$ cat config.mk
export PLATFORM = sky130hd
export DESIGN_NAME = nand_ecc_accum
export DESIGN_NICKNAME = d
export VERILOG_FILES = /design/src/rtl/nand_ecc_pkg.sv /design/src/rtl/nand_ecc_rst_sync.sv /design/src/rtl/nand_ecc_byte_code.sv /design/src/rtl/nand_ecc_line_fold.sv /design/src/rtl/nand_ecc_accum.sv
export SDC_FILE = /design/constraint.sdc
export NUM_CORES = 1
export LEC_CHECK = 0
export BUFFER_PORTS_ARGS = -buffer_cell sky130_fd_sc_hd__clkbuf_2
export CAP_MARGIN = 20
export CORE_UTILIZATION = 47
export DETAILED_ROUTE_END_ITERATION = 16
export PLACE_DENSITY = 0.76
export SETUP_SLACK_MARGIN = 0.05
export SLEW_MARGIN = 30
export SYNTH_ARGS = -nofsm -noshare
export SYNTH_HDL_FRONTEND = slang
export SYNTH_SLANG_ARGS = --single-unit
$ cat constraint.sdc
create_clock -name clk_i -period 1.58 [get_ports clk_i]
set_input_delay 0.158 -clock clk_i [delete_from_list [all_inputs] [get_ports clk_i]]
set_output_delay 0.158 -clock clk_i [all_outputs]
set_load 0.02 [all_outputs]
$ cat src/rtl/nand_ecc_pkg.sv
package nand_ecc_pkg;

  // Width of one data sample handled per cycle.
  localparam int BYTE_W = 8;
  // Number of binary levels in a byte index (three for eight bits).
  localparam int BIT_LVL = $clog2(BYTE_W);
  // Group parities produced per byte: one even/odd pair per level.
  localparam int GRP_W = 2 * BIT_LVL;
  // Column register width: group parities plus two always-zero bits.
  localparam int COL_W = GRP_W + 2;
  // Byte index and line parity width.
  localparam int IDX_W = 16;

  typedef logic [BYTE_W-1:0] byte_t;
  typedef logic [GRP_W-1:0]  grp_t;
  typedef logic [IDX_W-1:0]  idx_t;

endpackage

$ cat src/rtl/nand_ecc_rst_sync.sv
module nand_ecc_rst_sync #(
  parameter int STAGES = 2
) (
  input  logic clk_i,
  input  logic rst_ni,
  output logic rst_no
);

  logic [STAGES-1:0] shift_q;
  logic [STAGES-1:0] shift_d;

  always_comb begin
    shift_d = {shift_q[STAGES-2:0], 1'b1};
  end

  always_ff @(posedge clk_i or negedge rst_ni) begin
    if (!rst_ni) begin
      shift_q <= '0;
    end else begin
      shift_q <= shift_d;
    end
  end

  assign rst_no = shift_q[STAGES-1];

endmodule

$ cat src/rtl/nand_ecc_byte_code.sv
module nand_ecc_byte_code
  import nand_ecc_pkg::*;
#(
  parameter int DATA_W = BYTE_W,
  localparam int LVL   = $clog2(DATA_W)
) (
  input  logic [DATA_W-1:0]  dat_i,
  output logic [2*LVL-1:0]   grp_o,
  output logic               odd_o
);

  // For index level k, the even member of the pair takes the bits whose
  // index has bit k clear. The odd member takes the bits whose index has
  // bit k set.
  for (genvar k = 0; k < LVL; k++) begin : g_lvl
    logic lo_par;
    logic hi_par;

    always_comb begin
      lo_par = 1'b0;
      hi_par = 1'b0;
      for (int i = 0; i < DATA_W; i++) begin
        if (((i >> k) & 1) == 0) begin
          lo_par = lo_par ^ dat_i[i];
        end else begin
          hi_par = hi_par ^ dat_i[i];
        end
      end
    end

    assign grp_o[2*k]   = lo_par;
    assign grp_o[2*k+1] = hi_par;
  end

  assign odd_o = ^dat_i;

endmodule

$ cat src/rtl/nand_ecc_line_fold.sv
module nand_ecc_line_fold #(
  parameter int IDX_W = 16
) (
  input  logic             clk_i,
  input  logic             rst_ni,
  input  logic             clr_i,
  input  logic             fold_i,
  input  logic [IDX_W-1:0] idx_i,
  output logic [IDX_W-1:0] inv_par_o,
  output logic [IDX_W-1:0] true_par_o
);

  logic [IDX_W-1:0] inv_q;
  logic [IDX_W-1:0] inv_d;
  logic [IDX_W-1:0] true_q;
  logic [IDX_W-1:0] true_d;
  logic             upd_en;

  assign upd_en = clr_i | fold_i;

  always_comb begin
    if (clr_i) begin
      inv_d  = '0;
      true_d = '0;
    end else begin
      inv_d  = inv_q ^ ~idx_i;
      true_d = true_q ^ idx_i;
    end
  end

  always_ff @(posedge clk_i or negedge rst_ni) begin
    if (!rst_ni) begin
      inv_q  <= '0;
      true_q <= '0;
    end else if (upd_en) begin
      inv_q  <= inv_d;
      true_q <= true_d;
    end
  end

  assign inv_par_o  = inv_q;
  assign true_par_o = true_q;

endmodule

$ cat src/rtl/nand_ecc_accum.sv
module nand_ecc_accum
  import nand_ecc_pkg::*;
#(
  parameter int  DATA_W     = BYTE_W,
  parameter int  CNT_W      = IDX_W,
  parameter int  RST_STAGES = 2,
  localparam int LVL        = $clog2(DATA_W),
  localparam int GW         = 2 * LVL,
  localparam int CW         = GW + 2
) (
  input  logic              clk_i,
  input  logic              rst_ni,
  input  logic              clr_i,
  input  logic              vld_i,
  input  logic [DATA_W-1:0] dat_i,
  output logic [DATA_W-1:0] dat_o,
  output logic [CW-1:0]     col_par_o,
  output logic [CNT_W-1:0]  line_par0_o,
  output logic [CNT_W-1:0]  line_par1_o,
  output logic [CNT_W-1:0]  byte_cnt_o
);

  logic             rst_n_sync;
  logic [GW-1:0]    grp;
  logic             odd;
  logic             accept;

  logic [CW-1:0]    col_q;
  logic [CW-1:0]    col_d;
  logic             col_en;
  logic [CNT_W-1:0] cnt_q;
  logic [CNT_W-1:0] cnt_d;
  logic             cnt_en;

  nand_ecc_rst_sync #(
    .STAGES (RST_STAGES)
  ) u_rst_sync (
    .clk_i  (clk_i),
    .rst_ni (rst_ni),
    .rst_no (rst_n_sync)
  );

  nand_ecc_byte_code #(
    .DATA_W (DATA_W)
  ) u_code (
    .dat_i  (dat_i),
    .grp_o  (grp),
    .odd_o  (odd)
  );

  // A clear takes precedence over a byte offered in the same cycle.
  assign accept = vld_i & ~clr_i;

  // Column parity register
  assign col_en = clr_i | accept;

  always_comb begin
    if (clr_i) begin
      col_d = '0;
    end else begin
      col_d = col_q ^ {{(CW-GW){1'b0}}, grp};
    end
  end

  always_ff @(posedge clk_i or negedge rst_n_sync) begin
    if (!rst_n_sync) begin
      col_q <= '0;
    end else if (col_en) begin
      col_q <= col_d;
    end
  end

  // Byte counter, wraps silently
  assign cnt_en = clr_i | accept;

  always_comb begin
    if (clr_i) begin
      cnt_d = '0;
    end else begin
      cnt_d = cnt_q + {{(CNT_W-1){1'b0}}, 1'b1};
    end
  end

  always_ff @(posedge clk_i or negedge rst_n_sync) begin
    if (!rst_n_sync) begin
      cnt_q <= '0;
    end else if (cnt_en) begin
      cnt_q <= cnt_d;
    end
  end

  // The line parity registers fold the counter value from before the increment.
  nand_ecc_line_fold #(
    .IDX_W      (CNT_W)
  ) u_line (
    .clk_i      (clk_i),
    .rst_ni     (rst_n_sync),
    .clr_i      (clr_i),
    .fold_i     (accept & odd),
    .idx_i      (cnt_q),
    .inv_par_o  (line_par0_o),
    .true_par_o (line_par1_o)
  );

  assign dat_o      = dat_i;
  assign col_par_o  = col_q;
  assign byte_cnt_o = cnt_q;

endmodule

After elaboration in Yosys (flattened, before gate mapping)
Index checks and enable logic that the tools add are counted.
{"block": "word_totals", "inputBits": 12, "word_cells": 37, "output_inout_bits": 64, "ff_bits": 58}
{"block": "op_classes", "n_mux": 4, "addsub": 1, "bitwise_logic": 26, "reduce_logical": 1}
{"op": "$mux 16", "n": 3}
{"op": "$xor 16x16->16", "n": 2}
{"op": "$xor 1x1->1", "n": 17}
{"op": "$add 16x1->16 const B", "n": 1}
{"op": "$not 16->16", "n": 1}
{"op": "$mux 8", "n": 1}
{"op": "$reduce_xor 8->1", "n": 1}
{"op": "$xor 8x6->8", "n": 1}
{"op": "$and 1x1->1", "n": 2}
{"op": "$or 1x1->1", "n": 2}
{"op": "$not 1->1", "n": 1}

Depth between registers and ports, before layout
Gate-level depths: netlist of run 1.
{"block": "logic_depth", "depth_word": 5, "mapped_depth": 6, "ltp_nobuf": 5}

Cells and area by module
From an unflattened synthesis of run 1, not the netlist that was laid out.
{"block": "hier_totals", "cells_unflattened": 295, "area_unflattened_um2": 3214.3}
{"mod": "nand_ecc_line_fold", "area_each_um2": 1861.8, "cells_per_inst": 154, "instances": 1, "seq_area_each_um2": 800.8}
{"mod": "nand_ecc_accum", "area_each_um2": 1122.3, "cells_per_inst": 117, "instances": 1, "seq_area_each_um2": 550.5}
{"mod": "nand_ecc_byte_code", "area_each_um2": 176.4, "cells_per_inst": 21, "instances": 1, "seq_area_each_um2": 0.0}
{"mod": "nand_ecc_rst_sync", "area_each_um2": 53.8, "cells_per_inst": 3, "instances": 1, "seq_area_each_um2": 50.0}

Worst setup path before layout of run 1
OpenSTA, ideal clock, no wires.
{"block": "synth_path", "kind": "reg-to-reg", "start": "register cnt_q[5] (netlist: byte_cnt_o[5])", "end": "register cnt_q[13] (netlist: byte_cnt_o[13])", "arrival_ns": 1.619, "slack_ns": -0.171, "t_required_ns": 1.448, "stages_incl_launch_ff": 7, "period_less_slack_ns": 1.751, "setup_time_ns": 0.132, "n_path_buf": 1, "cell_sequence": "dfrtp_1 > clkbuf_1 > nand4_1 > nor4_1 > nand3_1 > xor2_1 > nor2_1"}
{"block": "synth_via", "elab_chain_cells": 2}
{"element": "start, declared", "line": "nand_ecc_accum.sv:31", "text": "logic [CNT_W-1:0] cnt_q;"}
{"element": "start signal, assigned", "line": "nand_ecc_accum.sv:88", "text": "cnt_q <= cnt_d;"}
{"element": "$add 16x1->16", "line": "nand_ecc_accum.sv:80", "text": "cnt_d = cnt_q + {{(CNT_W-1){1'b0}}, 1'b1};"}
{"element": "$mux 16", "line": "nand_ecc_accum.sv:77", "text": "if (clr_i) begin"}
Every way passes these cells.
A chain may end at the register's enable or synchronous reset.

Worst setup path after layout of run 1
{"block": "layout_path", "start": "input dat_i[5]", "end": "register u_line.inv_q[5] (netlist: u_line.inv_par_o[5])"}
{"block": "layout_via", "elab_chain_cells": 3}
{"element": "start, declared", "line": "nand_ecc_accum.sv:15", "text": "input logic [DATA_W-1:0] dat_i,"}
{"element": "$reduce_xor 8->1", "line": "nand_ecc_byte_code.sv:35", "text": "assign odd_o = ^dat_i;"}
{"element": "$and 1x1->1", "line": "nand_ecc_accum.sv:99", "text": ".fold_i (accept & odd),"}
{"element": "$or 1x1->1", "line": "nand_ecc_line_fold.sv:19", "text": "assign upd_en = clr_i | fold_i;"}
{"element": "end signal, assigned", "line": "nand_ecc_line_fold.sv:36", "text": "inv_q <= inv_d;"}
{"element": "end, declared", "line": "nand_ecc_line_fold.sv:13", "text": "logic [IDX_W-1:0] inv_q;"}
Every way passes these cells.

==> results of run 1 <==
## per-layer routing
layer / up-vias / part of all wire [%] / global-route usage (%)
met2: 62 / 49 / 35.2
li1: 1177 / - / -
met3: 5 / 4.4 / 4.57
met1: 1165 / 45 / 25.1
met5: - / 0 / 0
met4: 0 / 1.1 / 6.91
## final timing paths
| check | start | end |
|---|---|---|
| worst min-delay path | rst_ni | u_rst_sync.shift_q[1]$_DFF_PN0_ |
| max in group asynchronous | u_rst_sync.shift_q[1]$_DFF_PN0_ | byte_cnt_o[10]$_DFFE_PN0N_ |
| worst max-delay path | dat_i[5] | u_line.inv_par_o[5]$_DFFE_PN0P_ |
| worst min register to register | u_rst_sync.shift_q[1]$_DFF_PN0_ | u_line.true_par_o[10]$_DFFE_PN0P_ |
| min in group clk_i | clr_i | u_line.inv_par_o[15]$_DFFE_PN0P_ |
| worst max register to register | byte_cnt_o[0]$_DFFE_PN0N_ | byte_cnt_o[10]$_DFFE_PN0N_ |
## sequential cells by signal (all words and copies together), names as in the netlist
register / flops
u_line.inv_par_o: 16
byte_cnt_o: 16
col_par_o: 6
u_line.true_par_o: 16
u_rst_sync.shift_q: 2
## cells in the final DEF, fill, tap and decap left out, types with 2 or more instances in the layout
| cell type | count |
|---|---|
| clkbuf_2 | 73 |
| dfrtp_1 | 54 |
| o21ai_0 | 32 |
| or3_1 | 32 |
| a21oi_1 | 32 |
| nor2_1 | 26 |
| nand2_1 | 25 |
| buf_4 | 23 |
| xnor2_1 | 21 |
| nand2b_1 | 16 |
| xor2_1 | 14 |
| nand3_1 | 5 |
| clkbuf_8 | 5 |
| nand4_1 | 4 |
| and3_1 | 3 |
| nor2b_1 | 3 |
| conb_1 | 3 |
| buf_12 | 3 |
| dfrtp_2 | 2 |
## cell usage after synthesis
cell type | number | area (um2)
ha_1 | 1 | 12.5
nand2b_1 | 16 | 100
nand3_1 | 5 | 25.0
xnor2_1 | 21 | 184
nor4_1 | 1 | 6.26
conb_1 | 2 | 7.51
or3_1 | 32 | 200
buf_4 | 10 | 75.1
or2_2 | 1 | 6.26
nand2_1 | 25 | 93.8
xnor2_2 | 1 | 16.3
nand4_1 | 4 | 25.0
xor2_1 | 14 | 123
o21ai_0 | 32 | 160
mux2i_1 | 1 | 10.0
buf_1 | 1 | 3.75
nor2b_1 | 3 | 18.8
a21oi_1 | 32 | 160
and3_1 | 3 | 18.8
clkbuf_2 | 3 | 15.0
nor2_1 | 26 | 97.6
clkbuf_1 | 13 | 48.8
and2b_1 | 1 | 7.51
dfrtp_1 | 56 | 1400
## final cells by class
class / count / share of cell area (%)
clock buffer: 6 / 2.07
clock inverter: 2 / 0.998
multi-input combinational: 222 / 37.1
sequential: 56 / 40.0
tap: 72 / 2.57
timing repair buffer: 100 / 17.3
## per-stage QoR
stage	TNS (ns)	hold slack, ns	utilization [%]
2_1_floorplan	0	-0.138	-
3_3_place_gp	-3.33	-0.0524	59.9
3_5_place_dp	-5.22	-0.0492	59.9
4_1_cts	0	0.149	61.9
5_1_grt	0	0.166	62.3
6_report	0	0.165	62.3
## critical path: stages
cell	delay (ns)
clkbuf_2	0.10
xnor2_1	0.14
xnor2_1	0.40
xnor2_4	0.16
buf_12	0.19
or3_1	0.34
a21oi_1	0.17
## power breakdown
part	internal, mW	leakage [nW]	switching [mW]
sequential	1.55	0.759	0.0814
combinational	0.395	0.861	0.596
clock	0.472	0.0552	0.476
## logic make-up (layout without fill, tap and decap cells)
| family | after synthesis | after routing |
|---|---|---|
| muxes | 1 | 1 |
| buffers and inverters | 27 | 108 |
| xor gates and xnor gates | 36 | 36 |
| DFF | 56 | 56 |
| adders and majority gates | 1 | 1 |
| other | 2 | 3 |
| AOI/OAI and AO/OA | 64 | 64 |
| and+or+nand+nor | 117 | 117 |
## what timing repair did
| item | in CTS | in global routing |
|---|---|---|
| hold buffers | 1 | 0 |
| setup buffers | 0 | 1 |
| setup endpoints to repair | 0 | 2 |
| endpoints found under the hold margin | 2 | 0 |
| gates resized for setup | 0 | 2 |
==> summary by stage, run 1 <==
Cells and area
The final cell count without fillers is 458. Cells with a size suffix above 1 make up 28.8% of the layout. Summing all multi-input logic gate instances after layout gives 1300 um2.

The repair_antennas step left the layout with diodes totalling 0. The layout net count is 398. The number of inserted filler cells in the final layout is 486. The area growth from synthesis to layout is 24.7%. The finished cells cover 3510 um2.

In the final layout, flip-flops and latches occupy 1400 um2.

Clock tree
The H-tree was split into 2 levels. The TritonCTS clock tree is built. Counting along the longest clock path gives a buffer depth of 2. In this run the clock root is driven by a clkbuf_8. Clock-pin slew was measured on the worst setup and hold paths at 0.10 ns. The insertion delay of the later-clocked pin in the worst-skew pair is 0.31 ns. The number of clock buffers inserted by TritonCTS is 5.

Counting every sink on the clock net gives 56.

Route
The first routing iteration left 178 violations. For this block, the routed nets add up to 6120 um of wire. The routed layout has 2409 vias. The remaining antenna violation count after routing is 0. The number of remaining DRC errors is 0. The mean routed wirelength per cell is 13.4 um. The per-cell via count in the routed design is 5.26.

The detailed-routing iteration count for the pre-antenna-repair pass is 4.

Synth
The largest family of logic cells by synthesized area is simple AND/OR/NAND/NOR gates. The proportion of synthesized chip area in sequential cells is 49.8%. The Yosys step of the flow raised 0 warnings. In this run the mean area of a mapped cell was 9.26 um2. The cell count after synthesis is 304.

The mapped cell area is 2820 um2. The post-synthesis adder-cell area fraction is 0.444%. The fraction of synthesized area in multiplexers is 0.355%. The post-synthesis share of cell area spent on xor and xnor gates is 11.5%. The count of cell types in the netlist is 24. The flip-flop and latch count after synthesis is 56. After Yosys synthesis, and, or, nand and nor cells account for 21.3% of the synthesized area. The compound-gate portion of the synthesized area is 11.4%.

Timing
The maximum clock rate is 0.701 GHz. The post-route clock period utilization is 90.3%. In the post-route analysis, the smallest setup slack over all paths is 0.154 ns. The clock arrives with 0.00479 ns of skew. The smallest clock period supported by the final layout is computed as 1.43 ns.

Setup repair after global routing left no endpoint under its margin. The number of hold-slack violations in the final timing report is 0. Setup violations remaining at the end of the flow were counted as 0. The number of pins exceeding their max-slew limit in the final report was 0.

Placed design
The count of buffers added on input and output ports is 73. The final weighted congestion in routability-driven placement is 0.734. Summing all placed instances gives a cell area of 3380 um2. After legalization and detailed placement, the total HPWL measured 4280 um. Once placement completed, the tool counted placed cells totaling 448. The setup slack after placement is -0.199 ns.

Die
In this run the standard cell core region covers 5640 um2. The starting density of the core is 49.9%. The die covers 6310 um2. The total I/O pin count is 76.

In this run the vertical extent of the chip is 79.4 um. From left edge to right edge, the die measures 79.4 um. The floorplan has 27 rows.

Global routing
The total global-route track usage is 20.4%. The maximum number of pins on one net before global-route repair is 55. The number of antenna violations at the first check in global routing came to 0. The global route total overflow is 0. The first-pass GRT wire length is 10100 um. The via count of the first global-routing pass is 2291.

Setup path
The path type of the worst setup path is in -> reg. For the worst setup path, the data arrival time is 1.66 ns. The critical path startpoint category is an input port. In this run the worst path has a maximum fanout of 38.

The worst reg-to-reg setup slack is 0.20 ns. The data required time at the worst endpoint is 1.82 ns. The number of cells on the worst reg-to-reg path is 5.

The worst setup path is captured at a flip-flop.

Power
The worst-case IR drop observed on VDD is 0.533 mV. For this design the ratio of total power to cell area is 1020 nW/um2. The power consumption is 3.57 mW.

The standby leakage power is 1.68 nW.

Outcome
The run finished with clean final reports.

Min path
The class of the tightest hold or removal check is in -> async.

Job
The max-capacitance violation count is 0.
No activity file was read; power rests on OpenSTA's default activity.
==> run 2: changes to the inputs <==
REMOVE_ABC_BUFFERS = 1   (was unset)
==> run 2 against run 1 <==
  * Final cell count is 0.44% lower
  * Total power is 2.6% higher
  * Sequential share of layout area is 0.078 points lower
  * Worst hold slack better by 0.0089 ns
  * Via count is 0.21% lower
  * Critical path depth is 1 lower
  * Combinational power is 0.7% higher
  * First-iteration DRC count is 32% lower
  * Fmax is 0.80% higher
  * Die area stayed put
  * Utilization is 0.067 points higher
  * Global-route usage is 0.63 points higher
  * Critical endpoint is now byte_cnt_o[15]$_DFFE_PN0N_
  * Largest cell class unchanged
  * Largest power group unchanged
==> summary by stage, run 2 (synthesized netlist as in run 1, its figures left out) <==
Outcome
The run finished with clean final reports.

Die
The height of the die is 79.4 um. The die outline width is 79.4 um. The area of the core is 5640 um2. The die covers 6310 um2. The row count is 27. The starting density of the core is 49.9%. The total I/O pin count is 76.

Power
For this design the static power due to leakage is 1.67 nW. Power comes to 3.66 mW. The worst voltage drop across the vdd grid is 0.634 mV. The power per cell area is 1040 nW/um2.

Clock tree
The CTS sink count is 56. No sink is reached through more buffers than the 2 on the longest clock path. The number of H-tree branching levels is 2. The post-CTS setup repair buffer count is 0. The clock transition at the registers of the reported paths is 0.10 ns. The root buffer cell is clkbuf_8. The insertion delay of the later-clocked pin in the worst-skew pair is 0.31 ns.

The TritonCTS clock tree is built. The number of clock buffers inserted by TritonCTS is 5.

Route
The detailed-routing iteration count for the pre-antenna-repair pass is 4. After detailed routing, the average wire length per cell comes to 13.3 um. Once detail routing completed, the nets flagged for antenna violations numbered 0. After detailed routing, the number of remaining DRC violations is 0. The per-cell via count in the routed design is 5.27. After the first detailed-routing iteration, the DRC count stood at 121. Wires add up to 6040 um. The total vias in the final route is 2404.

Setup path
The critical path startpoint category is a flip-flop. Measured in cells, the most critical reg-to-reg path has a length of 6. Data on the critical path is required at its endpoint by 1.77 ns.

In this run the register-to-register setup slack is 0.16 ns. Of all nets on the critical path, the largest fanout is 3. In this design, the stage delay of the slowest critical-path cell is 0.36 ns. The slowest stage of the critical path belongs to the cell dfrtp_1.

The signal on the critical path passes through nand4_1 -> nor4_1 -> buf_4 -> nand3_1 -> xor2_1 -> nor2_1. In this run the number of cells on the critical path is 6. Data on the critical path arrives at its endpoint at 1.61 ns. The cell family contributing the most delay on the critical path is simple AND/OR/NAND/NOR gates. The path type of the worst setup path is reg -> reg. The critical path capture point type is a flip-flop.

Together, buffers and inverters on the worst path number 1.

Timing
Setup violations remaining at the end of the flow were counted as 0. The post-route minimum period is 1.42 ns. Static timing analysis puts the maximum clock frequency at 0.707 GHz.

Across the routed clock network, the largest skew measured is 0.00844 ns. Setup repair after global routing left no endpoint under its margin. The number of pins exceeding their max-slew limit in the final report is 0. The post-route clock period utilization is 89.6%. The number of hold-slack violations in the final timing report came to 0.

Cells and area
The post-route netlist has 28.9% of its cells at a drive strength greater than 1. Leaving out fill and tap cells, the most frequent cells in the layout are 73 x clkbuf_2, 55 x dfrtp_1, 32 x o21ai_0, 32 x or3_1, 32 x a21oi_1. The number of inserted filler cells in the final layout is 495. The most frequent standard cell in the layout excluding fill and tap cells is clkbuf_2. For this run, the post-layout net count is 396. The number of antenna cells inserted is 0.

The area growth from synthesis to layout is 24.8%. The final instance area is 3520 um2.

Placed design
At the end of routability-driven placement, the weighted congestion stood at 0.753. Port buffering added 73 buffers. Detailed placement finished with a half-perimeter wire length of 4230 um. After detailed placement, the total cell area comes to 3360 um2.

Job
Max-cap violations in this run came to 0.

Global routing
The first-pass GRT wire length is 10500 um. For this run the aggregate overflow at the end of global routing stands at 0. The via count of the first global-routing pass is 2313. Entering global routing, the biggest net connects 55 pins.

The total global-route track usage is 21.0%. The number of antenna violations at the first check in global routing is 0.

Min path
The min-delay analysis places its worst path in the category in -> async.
run 2: cell count changes in the layout (fill, tap and decap cells not counted), moves of 2 or more:
cell,delta
xnor2_2,+2
xnor2_1,-2
clkbuf_8,+2
buf_4,-2
run 2: worst paths after layout:
kind	from	to
min in group clk_i	clr_i	u_line.true_par_o[1]$_DFFE_PN0P_
max	byte_cnt_o[5]$_DFFE_PN0N_	byte_cnt_o[15]$_DFFE_PN0N_
min	rst_ni	u_rst_sync.shift_q[1]$_DFF_PN0_
min reg2reg	u_rst_sync.shift_q[1]$_DFF_PN0_	byte_cnt_o[11]$_DFFE_PN0N_
max in group asynchronous	u_rst_sync.shift_q[1]$_DFF_PN0_	u_line.inv_par_o[10]$_DFFE_PN0P_
max reg2reg	byte_cnt_o[5]$_DFFE_PN0N_	byte_cnt_o[15]$_DFFE_PN0N_
run 2: worst reg2reg max path: stages (launching register included):
cell	delay, ns
dfrtp_1	0.36
nand4_1	0.16
nor4_1	0.32
buf_4	0.18
nand3_1	0.08
xor2_1	0.15
nor2_1	0.06
run 2: cell type report:
class	count	area (um2)	share of cell area [%]
Sequential cell	56	1400	39.9
Multi-Input combinational cell	222	1300	37.1
Timing Repair Buffer	98	593	16.9
Clock buffer	7	96.3	2.74
Tap cell	72	90.1	2.56
Clock inverter	1	30.0	0.854
run 2: repair_timing:
action | in CTS | in global routing
hold endpoints to repair | 2 | 0
hold buffers | 1 | 0
resized for setup | 0 | 3
setup endpoints to repair | 0 | 32
run 2: power by group:
part / internal (mW) / leakage [nW] / switching (mW) / total (mW)
combinational: 0.398 / 0.845 / 0.602 / 0.999
clock: 0.560 / 0.0645 / 0.468 / 1.03
sequential: 1.55 / 0.761 / 0.0856 / 1.63
run 2: per-stage QoR:
step / std cells / hold WS, ns / util [%] / setup slack, ns / setup TNS [ns]
final: 456 / 0.174 / 62.3 / 0.165 / 0
after global routing: 456 / 0.160 / 62.3 / 0.0515 / 0
after CTS: 456 / 0.145 / 62.0 / 0.0754 / 0
after detailed placement: 447 / -0.0556 / 59.6 / -0.262 / -7.19
after global placement: 447 / -0.0563 / 59.6 / -0.142 / -4.12
after floorplan: 278 / -0.138 / - / -0.392 / -17.73
run 2: metal layers:
layer / global-route usage [%] / share of wire, %
met3: 4.34 / 4.8
met5: 0 / 0
met1: 28.1 / 46
met2: 35.7 / 49
met4: 3.45 / 0.60
==> run 3: changes to the inputs <==
SKIP_CTS_REPAIR_TIMING = 1   (was unset)
clock period = 1.15 ns   (was 1.58 ns; I/O delays follow)
==> run 3 against run 2 <==
  * Total power rose by 43%
  * Global-route usage fell by 1.1 points
  * Utilization rose by 9.5 points
  * Die area did not move
  * Fmax rose by 3.5%
  * Routed wire length rose by 21%
  * The run now ends with negative setup slack left
==> summary by stage, run 3 (synthesized netlist as in run 1, its figures left out) <==
Outcome
The flow ran to the end, but the final reports show violations. The final reports fail on negative setup slack.

Clock tree
The clock tree synthesis step divided the H-tree into 2 levels. After clock tree synthesis, the clock-pin slew on the worst setup and hold paths is 0.10 ns. The cell sitting at the root of the clock tree is a clkbuf_8. The number of clock buffers inserted by TritonCTS is 5.

The largest buffer count on any clock path is 2. The clock drives 56 sinks. For the worst-skew pair, the clock arrives at the later sink with an insertion delay of 0.30 ns. The TritonCTS clock tree is built.

Timing
The final-report setup violation count is 43. The number of pins exceeding their max-slew limit in the final report came to 0. The post-route minimum period is 1.37 ns. The clock arrives with 0.00996 ns of skew.

The maximum clock rate is 0.732 GHz. Across all hold checks on the routed design, the worst slack comes to 0.108 ns. The number of hold-slack violations in the final timing report is 0. The worst path uses 119% of the clock period. Setup repair after global routing could not meet its margin everywhere. Across all setup checks in the final design, the least slack found is -0.217 ns.

Power
The portion of total power attributed to sequential cells is 43.0%. Per report_power, the clock group accounts for 19.2% of the total. Summed over all cells, the static leakage comes to 1.85 nW.

The internal power is 3.48 mW. VDD sags by at most 0.642 mV. The switching share of power is 33.4%. Summed over all nets, the switching power comes to 1.75 mW. The share of total power dissipated in combinational logic is 37.8%. Dividing total power by cell area gives a power density of 1290 nW/um2.

Route
For this run, the detailed router's first-pass iteration total came to 4. Dividing the detail-routed wire length by the instance count gives 15.3 um. The remaining antenna violation count after routing is 0.

The detailed router finished its first iteration with 149 violations. The total wire length is 7320 um. The total vias in the final route is 2586.

The number of remaining DRC errors is 0. The per-cell via count in the routed design is 5.41.

Cells and area
Fill cells in the final layout number 402. In the layout the commonest cells are 56 x clkbuf_2, 55 x dfrtp_1, 32 x or3_1, 32 x a21oi_1, 30 x buf_4. Compared with the post-synthesis result, the final layout area differs by 43.8%. The fraction of final layout cells with drive strength greater than 1 is 37.9%.

Leaving out fill and tap cells, the most frequent cell in the layout is clkbuf_2. The number of antenna cells inserted is 0. The final cell count without fillers is 478. The layout net count is 420.

Global routing
Summed over all layers, the global routing overflow is 0. The via count of the first global-routing pass is 2328. The first global-routing pass estimated 10000 um of wire. The total global-route track usage is 19.9%. The number of antenna violations at the first check in global routing is 0. The maximum number of pins on one net before global-route repair is 55.

Setup path
The data required time at the worst endpoint is 1.34 ns. The maximum net fanout on the critical path is 3. For the worst setup path, the data arrival time is 1.56 ns. The critical path is of the reg -> reg type. STA classifies the critical path endpoint as a flip-flop. STA classifies the critical path startpoint as a flip-flop.

Placed design
The placed instance count is 454. The final weighted congestion in routability-driven placement is 0.732. During placement, the flow inserted port buffers numbering 73. The HPWL after detailed placement is 4110 um.

Die
In this run the horizontal extent of the chip is 79.4 um. The floorplan step defined a die boundary enclosing 6310 um2. The starting density of the core is 49.9%. The row count is 27. The height of the die is 79.4 um. In this run the count of I/O pins placed on the die edge is 76. The core region is 5640 um2.

Min path
The class of the tightest hold or removal check is in -> async.

Job
The max-capacitance violation count is 0.
## run 3: worst paths after layout
check | startpoint | cells past startpoint | end | slack, ns
max | byte_cnt_o[8]$_DFFE_PN0N_ | 6 | byte_cnt_o[15]$_DFFE_PN0N_ | -0.22
min | rst_ni | 2 | u_rst_sync.shift_q[0]$_DFF_PN0_ | 0.11
max reg2reg | byte_cnt_o[8]$_DFFE_PN0N_ | 6 | byte_cnt_o[15]$_DFFE_PN0N_ | -0.22
min reg2reg | u_rst_sync.shift_q[1]$_DFF_PN0_ | 1 | u_line.inv_par_o[12]$_DFFE_PN0P_ | 0.27
max in group asynchronous | u_rst_sync.shift_q[1]$_DFF_PN0_ | 1 | u_line.inv_par_o[4]$_DFFE_PN0P_ | 0.64
min in group clk_i | clr_i | 3 | byte_cnt_o[5]$_DFFE_PN0N_ | 0.25
## run 3: final cells by class
class                      instances  area [um2]  area share (%)
clock buffer                       6        72.6            1.79
multi-input combinational        222        1500            37.0
sequential                        56        1400            34.6
tap                               72        90.1            2.22
timing repair buffer             122         987            24.4
## run 3: per-layer routing
metal  track usage (%)  share of wire [%]
met1              24.6                 41
met2              36.5                 54
met3              3.09                3.6
met4              4.36                1.6
met5                 0                  0
## run 3: critical path, stage by stage (launching register included)
cell and delay (ns):
dfrtp_1 0.36, nand4_1 0.14, nor4_1 0.29, buf_4 0.18, nand3_2 0.06, xor2_1 0.15
nor2_1 0.06
## run 3: power by group through the flow
stage / registers (mW) / logic, mW / clock network [mW]
after floorplan: 2.48 / 0.526 / 0
after global placement: 2.27 / 1.33 / 0
after detailed placement: 2.27 / 1.38 / 0
after CTS: 2.24 / 1.38 / 1.02
after global routing: 2.27 / 2.11 / 1.11
final: 2.25 / 1.97 / 1.00
## run 3: metrics by stage
step	instance area (um2)	total power, mW	setup WS [ns]	utilization, %	setup TNS, ns
after floorplan	2680	3.00	-0.779	-	-56.16
after global placement	3430	3.60	-0.522	60.8	-17.93
after detailed placement	3430	3.65	-0.623	60.8	-20.28
after CTS	3500	4.64	-0.305	62.1	-9.90
after global routing	4050	5.49	-0.362	71.8	-7.55
final	4050	5.22	-0.217	71.8	-4.90
